### config.mk
export PLATFORM = sky130hd
export DESIGN_NAME = sriov_cap_regs
export DESIGN_NICKNAME = d
export VERILOG_FILES = /design/src/rtl/sriov_pkg.sv /design/src/rtl/sriov_ctrl_fsm.sv /design/src/rtl/sriov_vf_bar.sv /design/src/rtl/sriov_rid_gen.sv /design/src/rtl/sriov_cap_regs.sv
export SDC_FILE = /design/constraint.sdc
export NUM_CORES = 1
export LEC_CHECK = 0
export BUFFER_PORTS_ARGS = -buffer_cell sky130_fd_sc_hd__buf_4
export CORE_ASPECT_RATIO = 1.25
export CORE_MARGIN = 4
export CORE_UTILIZATION = 45
export DETAILED_ROUTE_END_ITERATION = 6
export PLACE_DENSITY_LB_ADDON = 0.25
export SYNTH_ARGS = -nofsm -noshare
export SYNTH_HDL_FRONTEND = slang
export SYNTH_SLANG_ARGS = --single-unit
export TNS_END_PERCENT = 10
### constraint.sdc
create_clock -name clk -period 1.9 [get_ports clk]
set_clock_uncertainty 0.15 [all_clocks]
set_input_delay 0.19 -clock clk [delete_from_list [all_inputs] [get_ports clk]]
set_output_delay 0.19 -clock clk [all_outputs]
set_load 0.02 [all_outputs]
### src/rtl/sriov_pkg.sv
package sriov_pkg;

    typedef enum logic [0:0] {
        ST_DISABLED = 1'b0,
        ST_ENABLED  = 1'b1
    } vf_state_t;

    localparam int CAP_DWORDS = 16;
    localparam int IDX_HDR    = 0;
    localparam int IDX_CTRL   = 2;
    localparam int IDX_COUNTS = 3;
    localparam int IDX_NUMVF  = 4;
    localparam int IDX_ROUTE  = 5;
    localparam int IDX_DEVID  = 6;
    localparam int IDX_SUPPG  = 7;
    localparam int IDX_SYSPG  = 8;
    localparam int IDX_BAR0   = 9;
    localparam int NUM_BARS   = 6;

    localparam int CTL_VFE = 0;
    localparam int CTL_MSE = 3;
    localparam int CTL_ARI = 4;

    localparam logic [15:0] MIN_PGSZ = 16'h0553;

    function automatic logic [31:0] byte_merge(input logic [31:0] old_v,
                                               input logic [31:0] new_v,
                                               input logic [3:0]  be,
                                               input logic [31:0] mask);
        logic [31:0] r;
        r = old_v;
        for (int b = 0; b < 4; b++) begin
            if (be[b]) begin
                r[b*8 +: 8] = (old_v[b*8 +: 8] & ~mask[b*8 +: 8]) |
                              (new_v[b*8 +: 8] & mask[b*8 +: 8]);
            end
        end
        return r;
    endfunction

    function automatic logic [63:0] aperture_mask(input int log2_size);
        logic [63:0] m;
        if (log2_size == 0) begin
            m = '0;
        end else begin
            m = ~((64'd1 << log2_size) - 64'd1);
        end
        return m;
    endfunction

endpackage

### src/rtl/sriov_ctrl_fsm.sv
module sriov_ctrl_fsm
    import sriov_pkg::*;
#(
    parameter int TOTAL_VFS = 8
) (
    input  logic        clk,
    input  logic        rst_n,
    input  logic        func_rst,
    input  logic        ctrl_wr,
    input  logic        numvf_wr,
    input  logic [3:0]  be,
    input  logic [31:0] wdata,
    output logic        vf_enable,
    output logic        vf_en_pulse,
    output logic        mse_q,
    output logic        ari_q,
    output logic [15:0] numvf_q
);

    vf_state_t   st, st_nx;
    logic        vfe_ok_q;
    logic [15:0] numvf_nx;
    logic [15:0] numvf_mask;

    assign vf_enable  = (st == ST_ENABLED);
    assign numvf_mask = vf_enable ? 16'h0000 : 16'hFFFF;
    assign numvf_nx   = 16'(byte_merge({16'h0, numvf_q}, wdata,
                                       {2'b00, be[1:0]}, {16'h0, numvf_mask}));

    always_comb begin
        st_nx = st;
        unique case (st)
            ST_DISABLED: if (ctrl_wr && vfe_ok_q && wdata[CTL_VFE])  st_nx = ST_ENABLED;
            ST_ENABLED:  if (ctrl_wr && vfe_ok_q && !wdata[CTL_VFE]) st_nx = ST_DISABLED;
            default:     st_nx = ST_DISABLED;
        endcase
        if (func_rst) st_nx = ST_DISABLED;
    end

    always_ff @(posedge clk or negedge rst_n) begin
        if (!rst_n) st <= ST_DISABLED;
        else        st <= st_nx;
    end

    always_ff @(posedge clk or negedge rst_n) begin
        if (!rst_n) begin
            vf_en_pulse <= 1'b0;
            mse_q       <= 1'b0;
            ari_q       <= 1'b0;
            numvf_q     <= '0;
            vfe_ok_q    <= 1'b1;
        end else begin
            vf_en_pulse <= (st_nx != st);
            if (func_rst) begin
                mse_q    <= 1'b0;
                ari_q    <= 1'b0;
                numvf_q  <= '0;
                vfe_ok_q <= 1'b1;
            end else if (ctrl_wr) begin
                mse_q <= wdata[CTL_MSE];
                ari_q <= wdata[CTL_ARI];
            end else if (numvf_wr) begin
                numvf_q  <= numvf_nx;
                vfe_ok_q <= (numvf_nx <= 16'(TOTAL_VFS));
            end
        end
    end

    assert_numvf_frozen_R4: assert property (@(posedge clk) disable iff (!rst_n)
        (vf_enable && !func_rst) |=> $stable(numvf_q));

    assert_enable_bounded_R5: assert property (@(posedge clk) disable iff (!rst_n)
        $rose(vf_enable) |-> (numvf_q <= 16'(TOTAL_VFS)));

    assert_pulse_on_change_R13: assert property (@(posedge clk) disable iff (!rst_n)
        vf_en_pulse |-> (vf_enable != $past(vf_enable)));

    assert_func_reset_R11: assert property (@(posedge clk) disable iff (!rst_n)
        func_rst |=> (!vf_enable && numvf_q == 16'h0));

endmodule

### src/rtl/sriov_vf_bar.sv
module sriov_vf_bar
    import sriov_pkg::*;
#(
    parameter int                         IDX       = 0,
    parameter logic [NUM_BARS*8-1:0]      BAR_TYPE  = '0,
    parameter logic [NUM_BARS*8-1:0]      BAR_LOG2  = '0
) (
    input  logic        clk,
    input  logic        rst_n,
    input  logic        func_rst,
    input  logic        wr,
    input  logic [3:0]  be,
    input  logic [31:0] wdata,
    output logic [31:0] val
);

    localparam logic [7:0] OWN_TYPE = BAR_TYPE[IDX*8 +: 8];
    localparam int         OWN_LOG2 = int'(BAR_LOG2[IDX*8 +: 8]);
    localparam logic [7:0] PRV_TYPE = (IDX > 0) ? BAR_TYPE[((IDX > 0) ? IDX-1 : 0)*8 +: 8] : 8'h00;
    localparam int         PRV_LOG2 = (IDX > 0) ? int'(BAR_LOG2[((IDX > 0) ? IDX-1 : 0)*8 +: 8]) : 0;
    localparam bit         IS_UPPER = (IDX > 0) && !PRV_TYPE[0] &&
                                      (PRV_TYPE[2:1] == 2'b10) && (PRV_LOG2 != 0);
    localparam logic [63:0] PRV_M64 = aperture_mask(PRV_LOG2);
    localparam logic [63:0] OWN_M64 = aperture_mask(OWN_LOG2);
    localparam logic [31:0] MASK    = IS_UPPER ? PRV_M64[63:32] : OWN_M64[31:0];
    localparam logic [31:0] RST_VAL = (IS_UPPER || OWN_LOG2 == 0) ? 32'h0 : {24'h0, OWN_TYPE};

    always_ff @(posedge clk or negedge rst_n) begin
        if (!rst_n)        val <= RST_VAL;
        else if (func_rst) val <= RST_VAL;
        else if (wr)       val <= byte_merge(val, wdata, be, MASK);
    end

    assert_ro_bits_kept_R9: assert property (@(posedge clk) disable iff (!rst_n)
        (wr && !func_rst) |=> ((val & ~MASK) == ($past(val) & ~MASK)));

endmodule

### src/rtl/sriov_rid_gen.sv
module sriov_rid_gen #(
    parameter int TOTAL_VFS = 8,
    parameter int PF_DEVFN  = 0,
    parameter int FIRST_OFF = 1,
    parameter int STRIDE    = 1
) (
    input  logic [7:0]              pf_bus,
    input  logic [15:0]             num_active,
    output logic [TOTAL_VFS*16-1:0] vf_rid,
    output logic [TOTAL_VFS-1:0]    vf_rid_valid
);

    localparam int LAST_FN = PF_DEVFN + FIRST_OFF + (TOTAL_VFS - 1) * STRIDE;

    // reject a layout whose last VF function number leaves the bus
    if (LAST_FN >= 256) begin : g_bad_layout
        $error("sriov_rid_gen: last VF function number exceeds 255");
    end

    for (genvar i = 0; i < TOTAL_VFS; i++) begin : g_vf
        localparam int FN = PF_DEVFN + FIRST_OFF + i * STRIDE;
        assign vf_rid[i*16 +: 16] = {pf_bus, 8'(FN)};
        assign vf_rid_valid[i]    = (16'(i) < num_active);
    end

endmodule

### src/rtl/sriov_cap_regs.sv
module sriov_cap_regs
    import sriov_pkg::*;
#(
    parameter int                    ADDR_W      = 6,
    parameter int                    TOTAL_VFS   = 8,
    parameter int                    INITIAL_VFS = 8,
    parameter int                    FIRST_OFF   = 1,
    parameter int                    STRIDE      = 2,
    parameter int                    PF_DEVFN    = 0,
    parameter logic [15:0]           VF_DEVID    = 16'hABCD,
    parameter logic [11:0]           NEXT_PTR    = 12'h000,
    parameter logic [15:0]           EXTRA_PGSZ  = 16'h0000,
    parameter logic [NUM_BARS*8-1:0] BAR_TYPE    = {8'h00, 8'h00, 8'h01, 8'h00, 8'h00, 8'h0C},
    parameter logic [NUM_BARS*8-1:0] BAR_LOG2    = {8'd0, 8'd0, 8'd8, 8'd12, 8'd0, 8'd20}
) (
    input  logic                    clk,
    input  logic                    rst_n,
    input  logic                    func_rst,
    input  logic [7:0]              pf_bus,
    input  logic                    cfg_wr_en,
    input  logic                    cfg_rd_en,
    input  logic [ADDR_W-1:0]       cfg_addr,
    input  logic [3:0]              cfg_be,
    input  logic [31:0]             cfg_wdata,
    output logic [31:0]             cfg_rdata,
    output logic                    vf_enable,
    output logic                    vf_en_pulse,
    output logic [15:0]             num_active_vfs,
    output logic [TOTAL_VFS*16-1:0] vf_rid,
    output logic [TOTAL_VFS-1:0]    vf_rid_valid
);

    localparam logic [15:0] SUP_PGSZ = MIN_PGSZ | EXTRA_PGSZ;

    logic        in_cap;
    logic [3:0]  idx;
    logic        mse_q, ari_q;
    logic [15:0] numvf_q;
    logic [15:0] syspg_q;
    logic [31:0] bar_val [NUM_BARS];
    logic [31:0] rd_mux;

    assign in_cap = (cfg_addr < ADDR_W'(CAP_DWORDS));
    assign idx    = cfg_addr[3:0];

    sriov_ctrl_fsm #(.TOTAL_VFS(TOTAL_VFS)) u_fsm (
        .clk         (clk),
        .rst_n       (rst_n),
        .func_rst    (func_rst),
        .ctrl_wr     (cfg_wr_en && in_cap && idx == 4'(IDX_CTRL) && cfg_be[0]),
        .numvf_wr    (cfg_wr_en && in_cap && idx == 4'(IDX_NUMVF) && (cfg_be[1:0] != 2'b00)),
        .be          (cfg_be),
        .wdata       (cfg_wdata),
        .vf_enable   (vf_enable),
        .vf_en_pulse (vf_en_pulse),
        .mse_q       (mse_q),
        .ari_q       (ari_q),
        .numvf_q     (numvf_q)
    );

    assign num_active_vfs = vf_enable ? numvf_q : 16'h0;

    always_ff @(posedge clk or negedge rst_n) begin
        if (!rst_n)        syspg_q <= 16'h0001;
        else if (func_rst) syspg_q <= 16'h0001;
        else if (cfg_wr_en && in_cap && idx == 4'(IDX_SYSPG))
            syspg_q <= 16'(byte_merge({16'h0, syspg_q}, cfg_wdata, cfg_be, {16'h0, SUP_PGSZ}));
    end

    for (genvar g = 0; g < NUM_BARS; g++) begin : g_bar
        sriov_vf_bar #(.IDX(g), .BAR_TYPE(BAR_TYPE), .BAR_LOG2(BAR_LOG2)) u_bar (
            .clk      (clk),
            .rst_n    (rst_n),
            .func_rst (func_rst),
            .wr       (cfg_wr_en && in_cap && idx == 4'(IDX_BAR0 + g)),
            .be       (cfg_be),
            .wdata    (cfg_wdata),
            .val      (bar_val[g])
        );
    end

    sriov_rid_gen #(
        .TOTAL_VFS (TOTAL_VFS),
        .PF_DEVFN  (PF_DEVFN),
        .FIRST_OFF (FIRST_OFF),
        .STRIDE    (STRIDE)
    ) u_rid (
        .pf_bus       (pf_bus),
        .num_active   (num_active_vfs),
        .vf_rid       (vf_rid),
        .vf_rid_valid (vf_rid_valid)
    );

    always_comb begin
        rd_mux = 32'h0;
        if (in_cap) begin
            case (idx)
                4'(IDX_HDR):    rd_mux = {NEXT_PTR, 4'h1, 16'h0010};
                4'(IDX_CTRL):   rd_mux = {27'h0, ari_q, mse_q, 2'b00, vf_enable};
                4'(IDX_COUNTS): rd_mux = {16'(TOTAL_VFS), 16'(INITIAL_VFS)};
                4'(IDX_NUMVF):  rd_mux = {16'h0, numvf_q};
                4'(IDX_ROUTE):  rd_mux = {16'(STRIDE), 16'(FIRST_OFF)};
                4'(IDX_DEVID):  rd_mux = {VF_DEVID, 16'h0};
                4'(IDX_SUPPG):  rd_mux = {16'h0, SUP_PGSZ};
                4'(IDX_SYSPG):  rd_mux = {16'h0, syspg_q};
                default: begin
                    for (int b = 0; b < NUM_BARS; b++) begin
                        if (idx == 4'(IDX_BAR0 + b)) rd_mux = bar_val[b];
                    end
                end
            endcase
        end
    end

    always_ff @(posedge clk or negedge rst_n) begin
        if (!rst_n)         cfg_rdata <= '0;
        else if (cfg_rd_en) cfg_rdata <= rd_mux;
    end

    assert_oor_read_zero_R2: assert property (@(posedge clk) disable iff (!rst_n)
        $past(cfg_rd_en && !in_cap) |-> (cfg_rdata == 32'h0));

    assert_ctrl_reserved_R3: assert property (@(posedge clk) disable iff (!rst_n)
        $past(cfg_rd_en && in_cap && idx == 4'(IDX_CTRL)) |->
        (cfg_rdata[31:5] == 27'h0 && cfg_rdata[2:1] == 2'b00));

endmodule

==> run metrics <==
GRT Overall Usage=0.216; busiest grt layer=met2; # IOs=~240; HP Class=in2reg; grt ovf=0; Post-synth EDFFs=0; Pwr per Cell Area=788 nW/um2; DRT iter0 DRCs=approximately 380; final worst-path cycle share=1.32; Final Max Slew Viols=0; crit-path cells=or4_4 > nor2_4 > nand4_1 > buf_6 > o41a_1 > buf_6; nets=1010; total CTS buffers=17; HPWL Detailed=16900 um; Top cell by count, worst path=buf_6; CTS root buffer=clkbuf_16; Rel. slew slack=0.433; R2R depth=5; chip width=131 um; Logic pwr share=0.142; CP Capture Type=output pin; hold depth=3; CTS sink count=148; critical path launch point type=flip-flop; hold worst-path end=u_fsm.vfe_ok_q; leakage=4.90 nW; Initial Util=0.458; final hold viol count=0; maximum clock insertion buffer count=2; initial antenna violation count=0; Crit path max-delay family=simple AND/OR/NAND/NOR gates; worst path bufs/invs=2; Slew @ Worst Pin=0.851 ns; row count=56; routed vias=~6400; M1 GR Usage=0.260; R2R Path Start=u_fsm.numvf_q[14]; Int Pwr=about 6 mW; Antenna Nets Post-Route=0; first-pass iteration count of the detailed router=4; share of power burned in registers=0.422; FFs w/ async S/R, synth=1.00; Final WS setup=-0.604 ns; Ant. Diodes=0; Peak Freq=about 400 MHz; R2R Path End=u_fsm.vfe_ok_q; RSZ-0062 raised after global routing=true; dpl cells=1149; critical path type=reg2out; switching share of total power=0.256; Max Fanout on Critical Path=5; largest net degree at the start of global routing=53; met3 Usage GRT=0.0468; first-pass GRT wire length=36400 um; number of synthesized register bits=148; Final setup viols=8; outcome=finished with violations; Gate Count Post-Synth=836; Seq/Total Area, Yosys=0.433; H-tree levels=4; Final Total Pwr=8.16 mW; layout filler cell count=around 1600; full die area=21300 um2; worst skew pair latency=0.42 ns; failing checks=setup timing; Worst-path clk slew=0.06 ns; commonest non-fill, non-tap cell in the layout=buf_4; Max-Cap Viols=0; drt drc=0; CTS tree=built; grt met2 use=0.383; Clk network pwr share=0.436; commonest cells after routing, fill and taps aside=buf_4 (181), dfrtp_1 (144), mux2_2 (77); vias in the first global route=6582; Die Y=162 um; WL/cell=19.1 um; Slowest Stage Delay on Critical Path=around 0.56 ns; synth warn=0; core footprint=18700 um2; Post-Syn Area=~8600 um2; required time of the critical path=1.56 ns; crit path DAT=2.16 ns; final cell count without fillers=1198; share of layout cells above drive strength 1=0.346; fin crit period=2.50 ns; VDD IR max=between 600 and 700 uV; input/output buffers=104; Synth-to-Final Area Change=21.0%; vias per cell=about 5.3; Most used DFF post-synth=dfrtp_1; critical path's slowest cell=or4_4; gpl congestion=0.826; final wirelength=22800 um; count of cell types in the netlist=62; Psw=2.09 mW; Hold Path Origin=cfg_be[0]; r2r setup slk=0.12 ns; Post-Syn Area per Cell=10.2 um2
==> sequential cells by signal (all words and copies together) (netlist names) <==
name	count
u_fsm.vf_en_pulse	1
u_fsm.numvf_q	16
u_fsm.vfe_ok_q	1
syspg_q	6
cfg_rdata	32
g_bar.u_bar.val	89
u_fsm.vf_enable	1
u_fsm.ari_q	1
u_fsm.mse_q	1
==> power groups by stage <==
stage | clock network [mW] | logic, mW | registers (mW)
floorplan | 0 | 0.954 | 3.49
global placement | 0 | 1.12 | 3.49
detailed placement | 0 | 1.13 | 3.50
CTS | 3.61 | 1.17 | 3.44
global route | 3.76 | 1.26 | 3.47
finish | 3.56 | 1.16 | 3.44
==> per-layer routing <==
layer	routed length, um	part of all wire
met1	9280	0.41
met5	0	0
met3	1180	0.052
met4	495	0.022
met2	11900	0.52
==> through the flow <==
stage                     hold WS [ns]   util  worst slack, ns  cell area, um2  TNS, ns
after global placement         -0.0345  0.508           -0.285            9500    -2.73
after global routing            0.0491  0.554           -0.708           10400    -5.29
after floorplan                 -0.256      -           -0.111            8790   -0.202
after detailed placement       -0.0336  0.508           -0.288            9500    -3.06
final                           0.0552  0.554           -0.604           10400    -4.43
after CTS                       0.0395  0.553           -0.678           10300    -5.03
==> worst reg2reg max path, stage by stage, from the launching register on <==
cell and delay (ns):
dfrtp_1 0.37, or4_4 0.56, buf_4 0.15, nor3_1 0.16, a31oi_1 0.07, o31ai_1 0.23
==> logic make-up (layout without fill, tap and decap cells) <==
family / after synthesis / after routing / synth area share
XOR/XNOR: 1 / 1 / 0.00102
AO/OA/AOI/OAI: 199 / 199 / 0.164
buffers and inverters: 204 / 272 / 0.149
flip-flops: 148 / 148 / 0.433
multiplexers: 95 / 95 / 0.122
AND/OR/NAND/NOR: 187 / 187 / 0.130
other: 2 / 64 / 0.000877
==> Yosys cell counts, types with 3 or more instances <==
library cell  instances  area (um2)
nand3_1               6        30.0
nor3_1                8        40.0
inv_1                25        93.8
buf_2                15        75.1
dfstp_2               3        78.8
o22ai_1              16         100
o311ai_0              3        26.3
nand2_1              31         116
a21o_1                3        22.5
nor2_1               30         113
nor2b_1              37         231
nor4bb_1              4        40.0
clkbuf_1             30         113
o32ai_1              14         123
mux2i_1              17         170
a221oi_1              6        52.6
o211a_1               4        40.0
o311ai_1              6        52.6
a31oi_1               4        25.0
a21oi_1              37         185
buf_4               129         968
and3b_1               3        26.3
a22oi_1              10        75.1
dfrtp_1             145        3630
o31ai_1               4        30.0
a21oi_2               8        70.1
nand2b_1             26         163
o21a_1                7        52.6
o21ai_0              42         210
and2_1               22         138
a22o_1               20         175
mux2_2               77         867
==> timing repair <==
item	CTS	global route
setup buffers	0	1
setup endpoints to repair	8	22
hold buffers	18	0
pin swaps	5	3
endpoints found under the hold margin	182	0
resized for setup	12	3
==> final cells by class <==
cell class | instances | area (um2) | share of cell area
clock inverter | 12 | 183 | 0.0176
inverter | 25 | 93.8 | 0.00906
timing repair buffer | 217 | 1810 | 0.175
clock buffer | 18 | 439 | 0.0424
sequential | 148 | 3710 | 0.358
tap | 232 | 290 | 0.0280
multi-input combinational | 546 | 3830 | 0.370
==> how the worst max path moves through the flow <==
stage                            startpoint               to  slack, ns  depth (start not counted)
after CTS                  u_fsm.numvf_q[8]  vf_rid_valid[0]      -0.68                          6
after detailed placement  u_fsm.numvf_q[14]  vf_rid_valid[5]      -0.29                          7
after global routing      u_fsm.numvf_q[14]  vf_rid_valid[0]      -0.71                          6
final                     u_fsm.numvf_q[14]  vf_rid_valid[0]      -0.60                          6
after global placement    u_fsm.numvf_q[14]  vf_rid_valid[0]      -0.29                          6
after floorplan           u_fsm.numvf_q[14]  vf_rid_valid[0]      -0.11                          4
Note: power is estimated with default switching activity, not from simulation.
